`config.mk`:
```
export PLATFORM = sky130hd
export DESIGN_NAME = cache_victim_sel
export DESIGN_NICKNAME = d
export VERILOG_FILES = /design/src/rtl/victim_sel_pkg.sv /design/src/rtl/victim_ctrl.sv /design/src/rtl/victim_data.sv /design/src/rtl/cache_victim_sel.sv
export SDC_FILE = /design/constraint.sdc
export NUM_CORES = 1
export LEC_CHECK = 0
export ABC_AREA = 1
export BUFFER_PORTS_ARGS = -buffer_cell sky130_fd_sc_hd__buf_4
export CAP_MARGIN = 20
export CORE_MARGIN = 5
export CORE_UTILIZATION = 35
export DETAILED_ROUTE_END_ITERATION = 8
export PLACE_DENSITY = 0.59
export SLEW_MARGIN = 10
export SYNTH_ARGS = -nofsm -noshare
export SYNTH_HDL_FRONTEND = slang
export SYNTH_SLANG_ARGS = --single-unit
```
`constraint.sdc`:
```
create_clock -name clk -period 3.1 [get_ports clk]
set_input_delay 0.465 -clock clk [delete_from_list [all_inputs] [get_ports clk]]
set_output_delay 0.465 -clock clk [all_outputs]
set_load 0.02 [all_outputs]
```
`src/rtl/victim_sel_pkg.sv`:
```
package victim_sel_pkg;

  typedef enum logic [1:0] {
    POL_RANDOM = 2'd0,
    POL_TREE   = 2'd1,
    POL_ROUND  = 2'd2,
    POL_SKIP   = 2'd3
  } replPolicyE;

  typedef struct packed {
    logic touch;    // update recency state with touchWay
    logic advance;  // move the round-robin pointer
    logic skipMru;  // pointer move follows the skip-recent candidate
  } replStrobeT;

endpackage

```
`src/rtl/victim_ctrl.sv`:
```
module victim_ctrl
  import victim_sel_pkg::*;
#(
  parameter int WAY_W = 2
) (
  input  replPolicyE         policy,
  input  logic               accessValid,
  input  logic               missValid,
  input  logic [WAY_W-1:0]   hitWay,
  input  logic [WAY_W-1:0]   victimWay,
  output replStrobeT         strobe,
  output logic [WAY_W-1:0]   touchWay
);

  always_comb begin
    strobe.touch   = accessValid | missValid;
    strobe.advance = missValid;
    strobe.skipMru = (policy == POL_SKIP);
    // A miss refills the victim, so that way becomes the most recent one.
    touchWay = missValid ? victimWay : hitWay;
  end

endmodule

```
`src/rtl/victim_data.sv`:
```
module victim_data
  import victim_sel_pkg::*;
#(
  parameter int NUM_WAYS = 4,
  parameter int NUM_SETS = 16,
  parameter logic [15:0] LFSR_SEED = 16'hACE1
) (
  input  logic                         clk,
  input  logic                         rstN,
  input  replPolicyE                   policy,
  input  logic [$clog2(NUM_SETS)-1:0]  setIdx,
  input  logic [NUM_WAYS-1:0]          validBits,
  input  replStrobeT                   strobe,
  input  logic [$clog2(NUM_WAYS)-1:0]  touchWay,
  output logic [$clog2(NUM_WAYS)-1:0]  victimWay
);

  localparam int WAY_W  = $clog2(NUM_WAYS);
  localparam int TREE_W = NUM_WAYS - 1;

  logic [TREE_W-1:0] treeQ [NUM_SETS];
  logic [WAY_W-1:0]  ptrQ  [NUM_SETS];
  logic [WAY_W-1:0]  mruQ  [NUM_SETS];
  logic [15:0]       lfsrQ;

  logic [TREE_W-1:0] curTree;
  logic [TREE_W-1:0] nextTree;
  logic [WAY_W-1:0]  treePick;
  logic [WAY_W-1:0]  ptrPick;
  logic [WAY_W-1:0]  skipPick;
  logic [WAY_W-1:0]  policyPick;
  logic [WAY_W-1:0]  freeIdx;
  logic              hasFree;

  assign curTree = treeQ[setIdx];
  assign ptrPick = ptrQ[setIdx];
  assign skipPick = (ptrPick == mruQ[setIdx]) ? ptrPick + WAY_W'(1) : ptrPick;

  // Tree walk: a 2-way set is a single bit and is exact LRU.
  generate
    if (NUM_WAYS == 2) begin : g_pair
      always_comb begin
        treePick = curTree[0];
        nextTree = ~touchWay;
      end
    end else begin : g_tree
      always_comb begin
        logic [WAY_W-1:0] node;
        logic             goRight;
        node     = '0;
        treePick = '0;
        for (int lvl = 0; lvl < WAY_W; lvl++) begin
          goRight = curTree[node];
          treePick[WAY_W-1-lvl] = goRight;
          node = {node[WAY_W-2:0], 1'b0} + WAY_W'(1) + WAY_W'(goRight);
        end
      end

      always_comb begin
        logic [WAY_W-1:0] node;
        logic             inRight;
        node     = '0;
        nextTree = curTree;
        for (int lvl = 0; lvl < WAY_W; lvl++) begin
          inRight = touchWay[WAY_W-1-lvl];
          nextTree[node] = ~inRight;
          node = {node[WAY_W-2:0], 1'b0} + WAY_W'(1) + WAY_W'(inRight);
        end
      end
    end
  endgenerate

  // Lowest free way wins over any policy.
  always_comb begin
    hasFree = ~&validBits;
    freeIdx = '0;
    for (int i = NUM_WAYS - 1; i >= 0; i--) begin
      if (!validBits[i]) freeIdx = WAY_W'(i);
    end
  end

  always_comb begin
    unique case (policy)
      POL_RANDOM: policyPick = lfsrQ[WAY_W-1:0];
      POL_TREE:   policyPick = treePick;
      POL_ROUND:  policyPick = ptrPick;
      POL_SKIP:   policyPick = skipPick;
      default:    policyPick = ptrPick;
    endcase
    victimWay = hasFree ? freeIdx : policyPick;
  end

  always_ff @(posedge clk) begin
    if (!rstN) begin
      lfsrQ <= LFSR_SEED;
    end else begin
      lfsrQ <= {1'b0, lfsrQ[15:1]} ^ (lfsrQ[0] ? 16'hB400 : 16'h0000);
    end
  end

  always_ff @(posedge clk) begin
    if (!rstN) begin
      for (int s = 0; s < NUM_SETS; s++) begin
        treeQ[s] <= '0;
        ptrQ[s]  <= '0;
        mruQ[s]  <= '0;
      end
    end else begin
      if (strobe.touch) begin
        treeQ[setIdx] <= nextTree;
        mruQ[setIdx]  <= touchWay;
      end
      if (strobe.advance) begin
        ptrQ[setIdx] <= strobe.skipMru ? skipPick + WAY_W'(1) : ptrPick + WAY_W'(1);
      end
    end
  end

endmodule

```
`src/rtl/cache_victim_sel.sv`:
```
module cache_victim_sel
  import victim_sel_pkg::*;
#(
  parameter int NUM_WAYS = 4,
  parameter int NUM_SETS = 16,
  localparam int WAY_W = $clog2(NUM_WAYS),
  localparam int SET_W = $clog2(NUM_SETS)
) (
  input  logic               clk,
  input  logic               rstN,
  input  logic [1:0]         policySel,
  input  logic [SET_W-1:0]   setIdx,
  input  logic               accessValid,
  input  logic [WAY_W-1:0]   hitWay,
  input  logic               missValid,
  input  logic [NUM_WAYS-1:0] validBits,
  output logic [WAY_W-1:0]   victimWay
);

  replPolicyE       policy;
  replStrobeT       strobe;
  logic [WAY_W-1:0] touchWay;

  assign policy = replPolicyE'(policySel);

  victim_ctrl #(.WAY_W(WAY_W)) u_ctrl (
    .policy      (policy),
    .accessValid (accessValid),
    .missValid   (missValid),
    .hitWay      (hitWay),
    .victimWay   (victimWay),
    .strobe      (strobe),
    .touchWay    (touchWay)
  );

  victim_data #(.NUM_WAYS(NUM_WAYS), .NUM_SETS(NUM_SETS)) u_data (
    .clk       (clk),
    .rstN      (rstN),
    .policy    (policy),
    .setIdx    (setIdx),
    .validBits (validBits),
    .strobe    (strobe),
    .touchWay  (touchWay),
    .victimWay (victimWay)
  );

endmodule

```
Word level (Yosys, flattened, before mapping). Memory sizes are Yosys's and may differ from the RTL's. Index checks and enable logic that the tools add are counted.

$add $sub $neg: 4. Order comparisons: 3. Eq/ne operators: 4. Muxes and demuxes: 31. Bitwise gates (word level): 4. Reductions and logical operators: 6.

Operators with widths (number): two-way mux 2 bit (10); two-way mux 16 bit (1); bitwise XOR 15 x 16 -> 16 bit (1); two-way mux 1 bit (12); two-way mux 4 bit (3); one-hot mux 2 bit (4 select lines) (1); less-than comparator 2 x 3 -> 1 bit (second input constant) (2); adder 1 x 1 -> 2 bit (first input constant) (2); adder 2 x 1 -> 2 bit (second input constant) (2); == test 2 bit (second input constant) (2); AND reduction 4 bit (1); OR reduction 2 bit (2); bitwise mux 3 bit (1); two-way mux 3 bit (1); OR reduction 3 bit (1); binary-select mux 1 bit (select 2 bit) (1); demux 1 bit (select 2 bit) (1); == test 2 x 1 -> 1 bit (second input constant) (1); == test 2 bit (1); >= comparator 2 x 1 -> 1 bit (second input constant) (1); logical NOT 2 bit (1); NOT 1 bit (2); logical AND 1 bit (1); OR 1 bit (1).

Register bits after elaboration: 16. RAM bits: 112. Output and inout bits: 2. Word-level logic and storage cells: 56. Memories kept: 3.

Memory list: u_data.treeQ (depth 16, bits a word 3, read ports 1, clocked after memory_dff 0, wr ports 16, RTL line victim_data.sv:21) `logic [TREE_W-1:0] treeQ [NUM_SETS];`; u_data.mruQ (depth 16, bits a word 2, read ports 1, clocked after memory_dff 0, wr ports 16, RTL line victim_data.sv:23) `logic [WAY_W-1:0] mruQ [NUM_SETS];`; u_data.ptrQ (depth 16, bits a word 2, read ports 1, clocked after memory_dff 0, wr ports 16, RTL line victim_data.sv:22) `logic [WAY_W-1:0] ptrQ [NUM_SETS];`.

Depth between registers and ports, before layout. Gate-level depths: netlist of the first run. An unclocked memory read counts as a cell.

Depth after elaboration: 14. Mapped depth: 22. Depth with buffers taken out: 19.

Hierarchy. Synthesis of the first run repeated with hierarchy kept, for this count alone.

Cell total of the unflattened synthesis: 697. Area, all modules: 6206.0 um^2.

By module, submodules not included: victim_data (instances 1, cells each 686, area an instance 6158.4 um^2); victim_ctrl (instances 1, cells each 11, area an instance 47.5 um^2).

Worst setup path after synthesis of the first run. No wires, ideal clock.

Kind: input to register. Start point: in setIdx[1]. End point: mem u_data.treeQ[2][2] (netlist name), data pin. Setup time: 0.262 ns. Arrival time: 2.052 ns. Required time: 2.838 ns. Path slack: 0.785 ns. Stages: 17. Buffers on the path: 3. Cell sequence: buf_4 inv_4 buf_2 nand2_1 nand2_1 nand2_1 nand2_1 inv_1 nand2_1 nand2_1 nand2_1 nand3_2 nand4_1 nand3_2 nand3b_1 buf_2 a21oi_1.

RTL lines: start: declaration (RTL line cache_victim_sel.sv:12) `input logic [SET_W-1:0] setIdx,`; end: declaration (RTL line victim_data.sv:21).

Worst setup path after layout of the first run.
Start point: in setIdx[0]. End point: out victimWay[0].

Word-level cells in the longest chain between the ends: 6. Elaborated cells between the ends (all ways): 11.

RTL lines: memory read (16 x 3 bit); adder 1 x 1 -> 2 bit (RTL line victim_data.sv:55) `node = {node[WAY_W-2:0], 1'b0} + WAY_W'(1) + WAY_W'(goRight);`; binary-select mux 1 bit (select 2 bit) (RTL line victim_data.sv:53) `goRight = curTree[node];`; two-way mux 1 bit (not written as such) (RTL line victim_data.sv:53); one-hot mux 2 bit (4 select lines) (*) (RTL line victim_data.sv:83) `unique case (policy)`; two-way mux 2 bit (*) (RTL line victim_data.sv:90) `victimWay = hasFree ? freeIdx : policyPick;`; end: declaration (RTL line cache_victim_sel.sv:17) `output logic [WAY_W-1:0] victimWay`.

Mark *: on every way between the ends. The rest lies on a longest branch, timed or not. The select of a mux whose other input is x is not followed.

==> flow_summary.yaml, run 1 <==
run_status:
  status: "finished clean"
logic_synthesis:
  synth_top_area_share_pct: 53.3
  synth_cell_types: 27
  synthTopCellsByArea: "edfxtp_1 (53%), nand2_1 (20%), nor2_1 (5.5%), dfxtp_1 (5.1%), nand3_1 (3.4%)"
  synth.ff_latch_count: 128
  synth-adder-area-share_pct: 0
  synth_top_family_by_area: "simple AND/OR/NAND/NOR gates"
  synthSimpleGateAreaFrac_pct: 32.2
  synth_nets: 761
  syn-instance-count: 745
  synth-async-reset-ratio_pct: 0
  synth_warnings: 0
  synth_compound_area_share_pct: 3.67
  synth_xor_area_share_pct: 0.139
  avgSynthCellArea_um2: 8.47
  synthFlopType: "edfxtp_1"
  synth_edf_count: 112
  synth.cell_area_um2: 6310
  synth_area_leader_cell: "edfxtp_1"
  synth.most_common_cell: "nand2_1"
  muxShareOfSynthArea_pct: 0
  yosysSeqAreaShare_pct: 58.3
  synth_common_cells: "nand2_1 (341), edfxtp_1 (112), nor2_1 (93)"
placed_design:
  gp_congestion: 0.839
  io_buffers: 17
  post-dp-hpwl_um: 10300
  place_area_um2: 6860
clocking:
  postCtsHoldBufs: 0
  cts-root-buf: "clkbuf_16"
  h-tree-depth: 4
  cts_resized: 0
  cts.sinks: 128
  cts_tree: "yes"
  clk_latency_ps: 430
  clockBufferDepth: 2
  path_clk_slew_ps: 60
  tritoncts.num_buffers: 17
  cts_setup_buffers: 0
global_route:
  antenna_found_initial: 0
  grt_pass1_vias: 4877
  grt.overflow.total: 0
  grt_pass1_wl_um: 25300
  track_usage_pct: 16.1
  grt_max_degree: 42
route:
  drt_iter0_drc: 490
  drcViolationCount: 0
  wire_per_inst_um: 15.6
  drt-total-wl_um: 15900
  drt-pass1-iter-count: 5
  ant_nets: 0
  vias: 5059
  routed_via_density: 4.96
setup_path:
  path_class: "input port to output pin"
  arrival_ps: 2220
  cp_top_family: "buffers and inverters"
  critPathBufInv: 5
  start_kind: "input port"
  crit_chain: "buf_4 > inv_4 > buf_12 > nand2_1 > a21oi_1 > o21ai_0 > nand2_1 > nor2_1 > nand2_1 > nand3_1 > nand2_1 > clkinv_1 > nand2_1 > nand2_1 > nand2_1 > buf_4"
  crit_path_max_fanout: 25
  critPathMaxStageDelay_ps: 300
  cpMostUsedCell: "nand2_1"
  crit_required_ps: 2630
  cp_slowest_cell: "buf_4"
  cp-end-kind: "output pin"
final_layout:
  design_area_um2: 7460
  drive_gt1_share_pct: 13.2
  antenna_cells: 0
  final_nets: 793
  area_growth_pct: 18.1
floorplanning:
  die_area_um2: 20800
  die_x_um: 144
  fp.coreArea_um2: 17800
  io_pins: 18
  rows: 49
  die_h_um: 144
  initial_utilization_pct: 35.4
timing:
  hold_viol_final: 0
  slew_viol_final: 0
  finClkSkew_ps: 11.9
  rsz0062_at_grt: "no"
  fin_crit_ps: 2690
  fin_setup_tns_ps: 0
  worst_pin_slew_ps: 731
  setup_violations: 0
  finalCritPeriodShare_pct: 86.8
  slew_headroom_pct: 51.1
  timing.fmax_mhz: 372
power:
  p_leak_nw: 3.32
  irDropWorstVdd_mv: 0.348
  power_density_nw_per_um2: 605
flow_run:
  maxCapViolCount: 0
min_path:
  hold_path.class: "register to register"
## layout by cell type, fill, tap and decap left out, types with 5 or more instances in the layout
master     count
buf_4         43
nor2_1        93
edfxtp_1     112
clkbuf_16     17
nand3_1       43
or2_2          7
a21oi_1       34
nand2_1      341
inv_1         30
dfxtp_1       16
o21ai_0        5
buf_12         8
## final cells by class
| class | count | area [µm²] |
|---|---|---|
| clock inverter | 13 | 169 |
| tap | 229 | 287 |
| inverter | 34 | 133 |
| clock buffer | 19 | 433 |
| fill | 1762 | 10400 |
| multi-input combinational | 545 | 2270 |
| sequential | 128 | 3680 |
| timing repair buffer | 51 | 483 |
## logic make-up (layout without fill, tap and decap cells)
group / count (synthesis) / after routing
simple gates: 500 / 500
compound gates: 44 / 44
flops: 128 / 128
xor+xnor: 1 / 1
buf+inv: 72 / 117
## routing by layer
metal / wire length (µm) / vias to the layer above / part of all wire, % / track usage, %
met5: 0 / - / 0 / 0
met2: 8040 / 152 / 51 / 28.0
li1: - / 2475 / - / -
met1: 6710 / 2407 / 42 / 19.2
met3: 921 / 25 / 5.8 / 3.90
met4: 245 / 0 / 1.5 / 6.09
## path summary, 6_finish.rpt
check | startpoint | endpoint | slack (ps) | depth (start not counted)
hold reg to reg | u_data.lfsrQ[15]$_SDFF_PN1_ | u_data.lfsrQ[14]$_SDFF_PN0_ | 410 | 2
setup reg to reg | u_data.ptrQ[4][0]$_SDFFCE_PN0P_ | u_data.treeQ[1][1]$_SDFFCE_PN0P_ | 850 | 14
hold / removal | u_data.lfsrQ[15]$_SDFF_PN1_ | u_data.lfsrQ[14]$_SDFF_PN0_ | 410 | 2
setup / recovery | setIdx[0] | victimWay[0] | 410 | 16
## sequential cells by signal, indices dropped and copies added, names as in the netlist
signal,count
u_data.treeQ,48
u_data.mruQ,32
u_data.ptrQ,32
u_data.lfsrQ,16
## stage by stage
stage                     setup WS (ps)  power (mW)  util, %  std cells  hold slack, ps
final                               411        4.52     41.8       1019             412
after global placement              260        2.49     38.4        987             392
after global routing                201        4.66     41.8       1019             425
after floorplan                     785        2.32        -        745             390
after detailed placement            232        2.49     38.4        987             399
after CTS                           369        4.54     41.8       1019             413
## worst register-to-register path, stage by stage (launching register included)
cell and delay, ps:
edfxtp_1 400, nand2_1 90, nand2_1 50, nand2_1 60, nand2_1 50, nand2_1 60, nand4_2 180, nand2_1 110
nand2_1 60, nand3_2 80, nand4_1 120, nand3_2 120, nand2_4 130, nand2_2 330, a21oi_1 150
## power breakdown
group	total (mW)	leakage, nW	switching [mW]	internal [mW]
sequential	1.98	1.27	0.0248	1.96
clock	2.06	0.285	0.728	1.33
combinational	0.476	1.76	0.328	0.148
total	4.52	3.32	1.08	3.43
(Power assumes the default switching activity.)
==> inputs of run 2 (changes only) <==
CORE_MARGIN = not set   (was 5)
CTS_BUF_LIST = sky130_fd_sc_hd__clkbuf_4 sky130_fd_sc_hd__clkbuf_8   (was not set)
==> flow_summary.yaml, run 2 (synthesis results as in run 1) <==
setup_path:
  arrival_ps: 2210
  regToRegSetupSlack_ps: 820
  critPathMaxStageDelay_ps: 220
  cp_top_family: "simple AND/OR/NAND/NOR gates"
  crit_chain: "buf_4 > inv_4 > buf_12 > nand2_1 > nand2_1 > nand2_1 > nand2_1 > nand2_1 > nand2_1 > nor2_1 > nand2_1 > nand2_1 > nand2_1 > nand3_2 > nand2_1 > nand2_1 > nand2_1 > buf_4"
  path_class: "input port to output pin"
  cp-end-kind: "output pin"
  cp_slowest_cell: "nor2_1"
  r2r_end: "u_data.treeQ[7][1]$_SDFFCE_PN0P_"
  reg2reg_depth: 14
  crit_required_ps: 2630
  crit_path_max_fanout: 18
  critPathBufInv: 4
  timing.rr.start: "u_data.ptrQ[6][0]$_SDFFCE_PN0P_"
  cpMostUsedCell: "nand2_1"
  start_kind: "input port"
min_path:
  min_path_cells: 2
  holdCritStartpoint: "u_data.lfsrQ[3]$_SDFF_PN0_"
  holdPathEnd: "u_data.lfsrQ[2]$_SDFF_PN0_"
  hold_path.class: "register to register"
timing:
  worst_pin_slew_ps: 524
  setup_violations: 0
  timing.fmax_mhz: 374
  rsz0062_at_grt: "no"
  hold_viol_final: 0
  holdWs_ps: 414
  finalCritPeriodShare_pct: 86.2
  slew_viol_final: 0
  slew_headroom_pct: 65.0
  fin_ws_ps: 427
  fin_crit_ps: 2670
  finClkSkew_ps: 13.4
  fin_setup_tns_ps: 0
flow_run:
  maxCapViolCount: 0
clocking:
  cts-root-buf: "clkbuf_8"
  cts_setup_buffers: 0
  cts_resized: 0
  clk_latency_ps: 460
  path_clk_slew_ps: 70
  h-tree-depth: 4
  cts.sinks: 128
  cts_tree: "yes"
  tritoncts.num_buffers: 17
  clockBufferDepth: 2
  postCtsHoldBufs: 0
final_layout:
  final_nets: 800
  stdcell_count: 1022
  reg.largest.list: "u_data.treeQ: 48 flops, u_data.mruQ: 32 flops, u_data.ptrQ: 32 flops"
  final_cell_mix: "nand2_1 (341), edfxtp_1 (112), nor2_1 (93), buf_4 (53), nand3_1 (43)"
  area_growth_pct: 15.2
  layout_commonest_cell: "nand2_1"
  drive_gt1_share_pct: 14.4
  filler_cell_count: 1707
  regMostFlops: "u_data.treeQ"
  antenna_cells: 0
  largest_register_ff_count: 48
route:
  drt-total-wl_um: 15800
  drcViolationCount: 0
  wire_per_inst_um: 15.5
  drt-pass1-iter-count: 5
  ant_nets: 0
  vias: 5038
  drt_iter0_drc: 377
  routed_via_density: 4.93
floorplanning:
  fp.coreArea_um2: 17500
  rows: 48
  die_x_um: 136
  initial_utilization_pct: 36.1
  die_area_um2: 18600
  io_pins: 18
  die_h_um: 136
placed_design:
  gp_congestion: 0.839
  place_ws_ps: 253
  place_inst: 990
  io_buffers: 17
  post-dp-hpwl_um: 10700
global_route:
  grt_pass1_vias: 4713
  track_usage_pct: 18.4
  grt_pass1_wl_um: 25000
  grt.overflow.total: 0
  antenna_found_initial: 0
  grt_max_degree: 42
run_status:
  status: "finished clean"
power:
  power_density_nw_per_um2: 544
  p_leak_nw: 3.25
  irDropWorstVdd_mv: 0.275
run 2: worst max path at each step:
stage          startpoint  slack, ps  cells after the start                                end
4_1_cts         setIdx[0]        410                     18                       victimWay[0]
6_report        setIdx[0]        430                     18                       victimWay[0]
2_1_floorplan   setIdx[1]        790                     17   u_data.treeQ[2][2]$_SDFFCE_PN0P_
3_3_place_gp    setIdx[0]        300                     19  u_data.treeQ[11][2]$_SDFFCE_PN0P_
3_5_place_dp    setIdx[0]        250                     17   u_data.treeQ[4][1]$_SDFFCE_PN0P_
5_1_grt         setIdx[0]        170                     17                       victimWay[0]
run 2: tightest hold or removal path: cells and delay by family, from the launching register on:
family                 cells  cell delay [ps]
buffers and inverters      1               40
DFF                        1              310
and+or+nand+nor            1               40
run 2: cell type report:
| class | count | area (µm²) | area share (%) |
|---|---|---|---|
| Sequential cell | 128 | 3680 | 50.6 |
| Multi-Input combinational cell | 545 | 2270 | 31.2 |
| Clock inverter | 10 | 138 | 1.89 |
| Timing Repair Buffer | 58 | 498 | 6.84 |
| Inverter | 34 | 133 | 1.82 |
| Tap cell | 225 | 282 | 3.87 |
| Clock buffer | 22 | 272 | 3.73 |
run 2: metal layers:
layer | GRT usage (%) | wire length [µm] | part of all wire [%] | vias up
met5 | 0 | 0 | 0 | -
met4 | 7.90 | 442 | 2.8 | 0
met3 | 5.03 | 978 | 6.2 | 34
met2 | 29.9 | 7530 | 48 | 172
met1 | 22.9 | 6870 | 43 | 2350
li1 | - | - | - | 2482
run 2: report_power, final:
group          switching (mW)  internal, mW  leakage (nW)  total (mW)
logic                   0.328         0.148          1.78       0.475
registers              0.0260          1.95          1.27        1.98
clock network           0.665         0.835         0.198        1.50
total                    1.02          2.94          3.25        3.96
run 2: per-stage QoR:
| stage | cell area [µm²] | power (mW) | util (%) |
|---|---|---|---|
| 6_report | 7280 | 3.96 | 41.6 |
| 5_1_grt | 7280 | 4.10 | 41.6 |
| 4_1_cts | 7280 | 3.97 | 41.6 |
| 3_5_place_dp | 6870 | 2.49 | 39.3 |
| 3_3_place_gp | 6870 | 2.49 | 39.3 |
| 2_1_floorplan | 6310 | 2.32 | - |
